===== src/rtl/keypad_scan_pkg.sv =====
package keypad_scan_pkg;
    localparam int ENTRY_W    = 8;
    localparam int FRAME_KEYS = 8;
    localparam int FRAME_W    = ENTRY_W * FRAME_KEYS;
    localparam int SETTLE_CYC = 16;
    localparam int LEAD_CYC   = 5;
    localparam int DEB_W      = 10;
    localparam int THR_W      = 4;

    localparam logic [5:0] IDX_CTRL   = 6'd0;
    localparam logic [5:0] IDX_STAT   = 6'd1;
    localparam logic [5:0] IDX_ENT_LO = 6'd2;
    localparam logic [5:0] IDX_ENT_HI = 6'd3;
    localparam logic [5:0] IDX_MASK0  = 6'd4;

    typedef enum logic { PH_LEAD, PH_ROW } phase_e;

    function automatic logic [ENTRY_W-1:0] make_entry(input logic [3:0] r, input logic [2:0] c);
        return {1'b1, r, c};
    endfunction
endpackage


===== src/rtl/keypad_seq.sv =====
module keypad_seq
    import keypad_scan_pkg::*;
#(
    parameter int ROWS = 16
) (
    input  logic                    clk,
    input  logic                    rst_n,
    input  logic                    run,
    input  logic [DEB_W-1:0]        deb,
    output logic [$clog2(ROWS)-1:0] row_idx,
    output logic                    in_row,
    output logic                    row_first,
    output logic                    row_last,
    output logic                    pass_last
);
    localparam int RI_W  = $clog2(ROWS);
    localparam int CNT_W = DEB_W + 1;

    typedef struct packed {
        phase_e          ph;
        logic [CNT_W-1:0] cnt;
        logic [RI_W-1:0]  row;
    } seq_t;

    seq_t s_d, s_q;
    logic [CNT_W-1:0] win_end;

    always_comb begin
        win_end   = CNT_W'(SETTLE_CYC) + CNT_W'(deb) - CNT_W'(1);
        in_row    = (s_q.ph == PH_ROW);
        row_first = in_row && (s_q.cnt == '0);
        row_last  = in_row && (s_q.cnt == win_end);
        pass_last = row_last && (s_q.row == RI_W'(ROWS - 1));
        row_idx   = s_q.row;
        s_d       = s_q;
        if (!run) begin
            s_d = '{PH_LEAD, '0, '0};
        end else if (s_q.ph == PH_LEAD) begin
            if (s_q.cnt == CNT_W'(LEAD_CYC - 1)) begin
                s_d = '{PH_ROW, '0, '0};
            end else begin
                s_d.cnt = s_q.cnt + 1'b1;
            end
        end else if (row_last) begin
            s_d.cnt = '0;
            if (pass_last) s_d.ph = PH_LEAD;
            else           s_d.row = s_q.row + 1'b1;
        end else begin
            s_d.cnt = s_q.cnt + 1'b1;
        end
    end

    always_ff @(posedge clk or negedge rst_n) begin
        if (!rst_n) s_q <= '{PH_LEAD, '0, '0};
        else        s_q <= s_d;
    end
endmodule


===== src/rtl/keypad_fifo.sv =====
module keypad_fifo #(
    parameter int DEPTH = 8,
    parameter int W     = 64
) (
    input  logic                       clk,
    input  logic                       rst_n,
    input  logic                       flush,
    input  logic                       push,
    input  logic [W-1:0]               push_data,
    input  logic                       pop,
    output logic [$clog2(DEPTH+1)-1:0] count,
    output logic [W-1:0]               head
);
    localparam int PW = $clog2(DEPTH);
    localparam int CW = $clog2(DEPTH + 1);

    typedef struct packed {
        logic [DEPTH-1:0][W-1:0] mem;
        logic [PW-1:0]           wp;
        logic [PW-1:0]           rp;
        logic [CW-1:0]           cnt;
    } fifo_t;

    fifo_t f_d, f_q;
    logic  do_push, do_pop;

    always_comb begin
        do_push = push && !flush && (f_q.cnt != CW'(DEPTH));
        do_pop  = pop && !flush && (f_q.cnt != '0);
        f_d     = f_q;
        if (do_push) begin
            f_d.mem[f_q.wp] = push_data;
            f_d.wp = (f_q.wp == PW'(DEPTH - 1)) ? '0 : f_q.wp + 1'b1;
        end
        if (do_pop) begin
            f_d.rp = (f_q.rp == PW'(DEPTH - 1)) ? '0 : f_q.rp + 1'b1;
        end
        f_d.cnt = f_q.cnt + CW'(do_push) - CW'(do_pop);
        if (flush) begin
            f_d.wp  = '0;
            f_d.rp  = '0;
            f_d.cnt = '0;
        end
        count = f_q.cnt;
        head  = (f_q.cnt == '0) ? '0 : f_q.mem[f_q.rp];
    end

    always_ff @(posedge clk or negedge rst_n) begin
        if (!rst_n) f_q <= '0;
        else        f_q <= f_d;
    end
endmodule


===== src/rtl/keypad_scan.sv =====
module keypad_scan
    import keypad_scan_pkg::*;
#(
    parameter int ROWS  = 16,
    parameter int COLS  = 8,
    parameter int DEPTH = 8
) (
    input  logic            clk,
    input  logic            rst_n,
    input  logic            bus_wr,
    input  logic            bus_rd,
    input  logic [7:0]      bus_addr,
    input  logic [31:0]     bus_wdata,
    output logic [31:0]     bus_rdata,
    output logic [ROWS-1:0] row_o,
    input  logic [COLS-1:0] col_i,
    output logic            irq_o
);
    localparam int RI_W = $clog2(ROWS);
    localparam int CW   = $clog2(DEPTH + 1);

    typedef struct packed {
        logic                       en;
        logic                       kp_ie;
        logic                       fifo_ie;
        logic [DEB_W-1:0]           deb;
        logic [THR_W-1:0]           thr;
        logic                       fifo_f;
        logic                       kp_f;
        logic [ROWS-1:0][COLS-1:0]  mask;
        logic [ROWS-1:0][COLS-1:0]  held;
        logic [FRAME_W-1:0]         frame;
        logic [3:0]                 fcnt;
        logic [COLS-1:0]            col_q;
        logic [DEB_W-1:0]           stab;
    } ctl_t;

    ctl_t r_d, r_q;

    logic [RI_W-1:0]    row_idx;
    logic               in_row, row_first, row_last, pass_last;
    logic [CW-1:0]      fifo_cnt;
    logic [FRAME_W-1:0] fifo_head;
    logic [FRAME_W-1:0] fr;
    logic [3:0]         fc;
    logic [COLS-1:0]    row_new;
    logic [5:0]         idx;
    logic               push, pop, push_ok, pop_ok;
    int                 nxt_cnt;
    int                 mi;
    logic               en_w, kp_ie_w, fifo_ie_w, pop_addr_w;
    logic               unused_bits;

    assign unused_bits = ^{bus_wdata[31:18], bus_addr[1:0]};
    assign idx         = bus_addr[7:2];
    assign mi          = int'(idx) - int'(IDX_MASK0);

    keypad_seq #(.ROWS(ROWS)) u_seq (
        .clk(clk), .rst_n(rst_n), .run(r_q.en), .deb(r_q.deb),
        .row_idx(row_idx), .in_row(in_row), .row_first(row_first),
        .row_last(row_last), .pass_last(pass_last)
    );

    keypad_fifo #(.DEPTH(DEPTH), .W(FRAME_W)) u_fifo (
        .clk(clk), .rst_n(rst_n), .flush(!r_q.en), .push(push), .push_data(fr),
        .pop(pop), .count(fifo_cnt), .head(fifo_head)
    );

    for (genvar g = 0; g < ROWS; g++) begin : g_row
        assign row_o[g] = r_q.en && in_row && (row_idx == RI_W'(g));
    end

    always_comb begin
        r_d = r_q;
        // register writes; flag clears come first so a same-cycle set wins
        if (bus_wr) begin
            if (idx == IDX_CTRL) begin
                r_d.en      = bus_wdata[0];
                r_d.kp_ie   = bus_wdata[1];
                r_d.fifo_ie = bus_wdata[3];
                r_d.deb     = bus_wdata[13:4];
                r_d.thr     = bus_wdata[17:14];
            end else if (idx == IDX_STAT) begin
                if (bus_wdata[2]) r_d.fifo_f = 1'b0;
                if (bus_wdata[0]) r_d.kp_f   = 1'b0;
            end else if (mi >= 0 && mi < ROWS) begin
                r_d.mask[RI_W'(mi)] = bus_wdata[COLS-1:0];
            end
        end
        // column stability tracking inside the active row window
        r_d.col_q = col_i;
        if (row_first || (col_i != r_q.col_q)) r_d.stab = '0;
        else if (r_q.stab != '1)               r_d.stab = r_q.stab + 1'b1;
        row_new = (r_q.stab >= r_q.deb) ? r_q.col_q : r_q.held[row_idx];
        // frame assembly
        fr = r_q.frame;
        fc = r_q.fcnt;
        if (row_last) begin
            r_d.held[row_idx] = row_new;
            for (int c = 0; c < COLS; c++) begin
                if (row_new[c] && (fc < 4'(FRAME_KEYS))) begin
                    fr[int'(fc)*ENTRY_W +: ENTRY_W] = make_entry(4'(row_idx), 3'(c));
                    fc = fc + 1'b1;
                end
            end
            if (|(row_new & ~r_q.mask[row_idx])) r_d.kp_f = 1'b1;
        end
        push = pass_last && (fc != '0);
        if (pass_last) begin
            r_d.frame = '0;
            r_d.fcnt  = '0;
        end else begin
            r_d.frame = fr;
            r_d.fcnt  = fc;
        end
        // queue bookkeeping for the threshold cause
        pop     = bus_rd && (idx == IDX_ENT_HI);
        push_ok = push && r_q.en && (fifo_cnt != CW'(DEPTH));
        pop_ok  = pop && r_q.en && (fifo_cnt != '0);
        nxt_cnt = int'(fifo_cnt) + int'(push_ok) - int'(pop_ok);
        if (push_ok && (r_q.thr != '0) && (nxt_cnt >= int'(r_q.thr))) r_d.fifo_f = 1'b1;
        // disabled: drop all scan state
        if (!r_q.en) begin
            r_d.held  = '0;
            r_d.frame = '0;
            r_d.fcnt  = '0;
            r_d.stab  = '0;
        end
    end

    always_comb begin
        bus_rdata = '0;
        if (idx == IDX_CTRL) begin
            bus_rdata[0]     = r_q.en;
            bus_rdata[1]     = r_q.kp_ie;
            bus_rdata[3]     = r_q.fifo_ie;
            bus_rdata[13:4]  = r_q.deb;
            bus_rdata[17:14] = r_q.thr;
        end else if (idx == IDX_STAT) begin
            bus_rdata[7:4] = 4'(fifo_cnt);
            bus_rdata[2]   = r_q.fifo_f;
            bus_rdata[0]   = r_q.kp_f;
        end else if (idx == IDX_ENT_LO) begin
            bus_rdata = fifo_head[31:0];
        end else if (idx == IDX_ENT_HI) begin
            bus_rdata = fifo_head[63:32];
        end else if (mi >= 0 && mi < ROWS) begin
            bus_rdata[COLS-1:0] = r_q.mask[RI_W'(mi)];
        end
    end

    assign irq_o      = (r_q.fifo_f && r_q.fifo_ie) || (r_q.kp_f && r_q.kp_ie);
    assign en_w       = r_q.en;
    assign kp_ie_w    = r_q.kp_ie;
    assign fifo_ie_w  = r_q.fifo_ie;
    assign pop_addr_w = (idx == IDX_ENT_HI);

    always_ff @(posedge clk or negedge rst_n) begin
        if (!rst_n) r_q <= '0;
        else        r_q <= r_d;
    end
endmodule


===== config.mk =====
export PLATFORM = sky130hd
export DESIGN_NAME = keypad_scan
export DESIGN_NICKNAME = d
export VERILOG_FILES = /design/src/rtl/keypad_scan_pkg.sv /design/src/rtl/keypad_seq.sv /design/src/rtl/keypad_fifo.sv /design/src/rtl/keypad_scan.sv
export SDC_FILE = /design/constraint.sdc
export NUM_CORES = 2
export LEC_CHECK = 0
export ABC_AREA = 1
export ABC_CLOCK_PERIOD_IN_PS = 18200
export BUFFER_PORTS_ARGS = -buffer_cell sky130_fd_sc_hd__buf_2
export CAP_MARGIN = 30
export CORE_UTILIZATION = 50
export CTS_CLUSTER_DIAMETER = 120
export DETAILED_ROUTE_END_ITERATION = 12
export PLACE_DENSITY_LB_ADDON = 0.25
export RECOVER_POWER = 100
export SLEW_MARGIN = 25
export SYNTH_ARGS = -nofsm -noshare
export SYNTH_HDL_FRONTEND = slang
export SYNTH_SLANG_ARGS = --single-unit
export TNS_END_PERCENT = 100

===== constraint.sdc =====
create_clock -name clk -period 18.2 [get_ports clk]
set_input_delay 0.91 -clock clk [delete_from_list [all_inputs] [get_ports clk]]
set_output_delay 0.91 -clock clk [all_outputs]
set_load 0.1 [all_outputs]

==> metrics.txt <==
largest net degree at the start of global routing 178; vias per cell 6.05; arrival time worst endpoint between 15 and 20 ns; worst skew pair latency 0.72 ns; Clock Power Share a little under half; Crit-path slowest cell clkinvlp_2; EDFF count, synth 0; final worst path period share 84.2%; Slew @ Worst Pin roughly 5.8 ns; Post-DRT Antenna Nets 0; core area 102000 sq um; post-synthesis compound-gate area fraction 16.8%; Cells after Synth between 6k and 7k; register area share after synthesis a little over two fifths; Period minus WS final between 15 and 20 ns; CTS Root Buffer Type clkbuf_16; initial drt markers around 6.5k; critical path class reg -> reg; first-pass GRT wire length between 200000 and 300000 microns; share of cells above drive strength 1 6.05%; Cell Int Power between 0.003 and 0.004 W; H-tree levels 3; Leak around 27 nW; drt pass-1 iters 7; FF-to-FF End u_fifo.f_q[481]; final cell count without fillers between 8k and 9k; Post-Route WL 184000 microns; cts hold-fix bufs 0; Setup TNS 0 ns; sw power 0.00109 W; initial antenna violation count 8; starting density of the core between 50% and 60%; outcome finished with violations; Vias 50.2k; endpoints failing hold 0; Die H 323 microns; clock slew at reported path FFs roughly 0.06 ns; Placed Cells roughly 8k; Simple-Gate Fraction of Synth Area 29.5%; Final Slew Violations between 900 and 1k; max-cap violations 19; Yosys warnings 0; RSZ-0062 raised after global routing no; row cnt 117; Crit path required time around 19 ns; R2R depth between 40 and 50; Synth Flop Type dfrtp_1; worst-path fanout max 63; worst hold path type in -> reg; CP startpoint u_seq.row_idx[0]; CP startpoint kind flip-flop; post-CTS sizing 0; synth-to-layout area growth 8.24%; remaining global-route overflow 0; Synth cell types between 70 and 80; # IOs about 100; Synth Register Bits roughly 900; area of the mapped netlist between 50000 and 60000 sq um; setup repair bufs after CTS 0; crit-path most repeated cell nand2_1; worst flop-to-flop path startpoint u_seq.row_idx[0]; Tot Pwr around 0.0044 W; Max Fclk approximately 0.065 GHz; ys async rst share between 90% and 100%; TritonCTS Buffers 100; Synthesized Nets between 7k and 8k; xor/xnor share of the synthesized area less than 1%; vias in the first global route 47.0k; CTS tree built; mux contribution to synthesized area less than 1%; switching share of power 24.6%; Layout Nets around 7.0k; Setup crit end kind flip-flop; Peak supply drop ~0.079 mV; power share of the sequential group 46.7%; CP peak stage delay about 1.9 ns; Syn Area/Cell about 7.4 sq um; DIE WIDTH around 320 microns; CP endpoint u_fifo.f_q[481]; Port Buf Inserts 84; Gate power share roughly 5.5%; GRT Util Overall a little over a third; largest family of logic cells by synthesized area simple AND/OR/NAND/NOR gates; fin util a little over half; WL per Instance 22.2 microns; DRC 0; Layout fillers between 9k and 10k; Synth Area in Adders under 10%; Detail Placement HPWL roughly 120000 microns; pwr/cell area ~80 nW/um^2; clk sinks between 800 and 900; Final setup viols 0; Longest Clk Path Bufs 3; post-route clock skew ~0.055 ns; gpl congestion 1.05; Slew HR -287%; violated checks max-capacitance violations, max-slew violations; r2r setup slk between 2 and 3 ns; DIE AREA 104000 sq um
stage by stage:
stage / worst slack (ns) / hold WS (ns) / instance area [sq um]
after floorplan: 9.24 / 0.437 / 51400
after global placement: 5.12 / 0.448 / 52200
after detailed placement: 5.04 / 0.453 / 52500
after CTS: 4.97 / 0.272 / 55900
after global routing: 2.19 / 0.336 / 55600
final: 2.87 / 0.329 / 55600
cell usage after synthesis (all sizes together) (3+ instances only):
cell,number,area [sq um]
a22o,10,87.6
o31ai,9,67.6
dfrtp,899,22500
or2,13,81.3
a31oi,22,153
ha,86,1080
buf,158,1040
xor2,23,216
and3,4,25.0
nand3,513,2760
nor3,93,477
a211oi,4,30.0
nor2,619,2460
nor3b,3,27.5
o22ai,181,1130
nand2,2271,8750
xnor2,8,88.8
a21oi,190,966
inv,452,1700
a32o,5,50.1
a21boi,3,26.3
clkbuf,247,927
a32oi,3,26.3
o221ai,101,885
a221oi,4,35.0
o21a,5,37.5
o21ai,829,4180
a22oi,17,128
o311ai,9,78.8
o41ai,3,26.3
clkinv,4,15.0
nand4,68,447
o211ai,82,616
nor4,19,119
layout make-up:
cell class	count	area (sq um)	share of cell area [%]
multi-input cells	5214	25100	45.1
flip-flops and latches	899	22500	40.5
clock buffers	146	2960	5.31
inverters	456	1720	3.09
well taps	1368	1710	3.08
repair buffers	169	1140	2.05
clock inverters	38	503	0.904
diodes	1	2.50	0.00450
kinds of logic after synthesis:
| kind of cell | Yosys count |
|---|---|
| AOI/OAI and AO/OA | 1490 |
| xor gates and xnor gates | 31 |
| buffers and inverters | 861 |
| DFF | 899 |
| adders and majority gates | 87 |
| muxes | 2 |
| and+or+nand+nor | 3604 |
critical path: cells and delay by family (launching register included):
kind                     cells  cell delay, ns
buffers and inverters        8            5.14
AND/OR/NAND/NOR             24            4.27
adder cells (fa/ha/maj)      7            3.44
AO/OA/AOI/OAI                4            1.47
flip-flops                   1            0.76
flip-flops by register name, summed over array words and instances (netlist names):
signal         count
u_fifo.f_q       518
r_q              358
u_seq.s_q         11
u_fifo.count       4
u_seq.row_idx      4
en_w               1
fifo_ie_w          1
kp_ie_w            1
u_seq.in_row       1
cell usage in the layout, fill, tap and decap left out, drive strengths merged, types with 7 or more instances in the layout:
| cell | n |
|---|---|
| a21oi | 190 |
| nor2 | 619 |
| nor3 | 93 |
| nand3 | 513 |
| a22o | 10 |
| clkbuf | 219 |
| bufinv | 8 |
| o31ai | 9 |
| o22ai | 181 |
| nor4 | 19 |
| nand4 | 68 |
| or2 | 13 |
| xor2 | 23 |
| inv | 454 |
| o21ai | 829 |
| clkinv | 25 |
| ha | 86 |
| nand2 | 2271 |
| xnor2 | 8 |
| clkinvlp | 7 |
| o311ai | 9 |
| o211ai | 82 |
| a22oi | 17 |
| dfrtp | 899 |
| o221ai | 101 |
| a31oi | 22 |
| buf | 96 |
per-layer routing:
layer / share of wire, % / vias to the layer above / track usage (%) / routed length, microns
li1: - / 23000 / - / -
met1: 42 / 24051 / 48.7 / 77000
met2: 44 / 2606 / 53.9 / 81200
met3: 9.7 / 488 / 6.94 / 17800
met4: 4.4 / 8 / 15.2 / 8200
met5: 0.030 / - / 0 / 55
power by group through the flow:
stage / Combinational, W / Clock (W) / Sequential [W]
floorplan: 0.000145 / 0 / 0.00210
global placement: 0.000237 / 0 / 0.00210
detailed placement: 0.000243 / 0 / 0.00210
CTS: 0.000244 / 0.00214 / 0.00207
global route: 0.000272 / 0.00222 / 0.00207
finish: 0.000244 / 0.00212 / 0.00207
worst min-delay path by stage:
stage / from / endpoint / cells past startpoint
3_3_place_gp: u_fifo.f_q[45] / u_fifo.f_q[45] / 2
6_report: col_i[5] / r_q[15] / 1
2_1_floorplan: u_fifo.f_q[166] / u_fifo.f_q[166] / 2
3_5_place_dp: u_fifo.f_q[305] / u_fifo.f_q[305] / 2
4_1_cts: rst_n / u_fifo.f_q[480] / 1
5_1_grt: col_i[5] / r_q[15] / 1
Note: power is estimated with default switching activity, not from simulation.
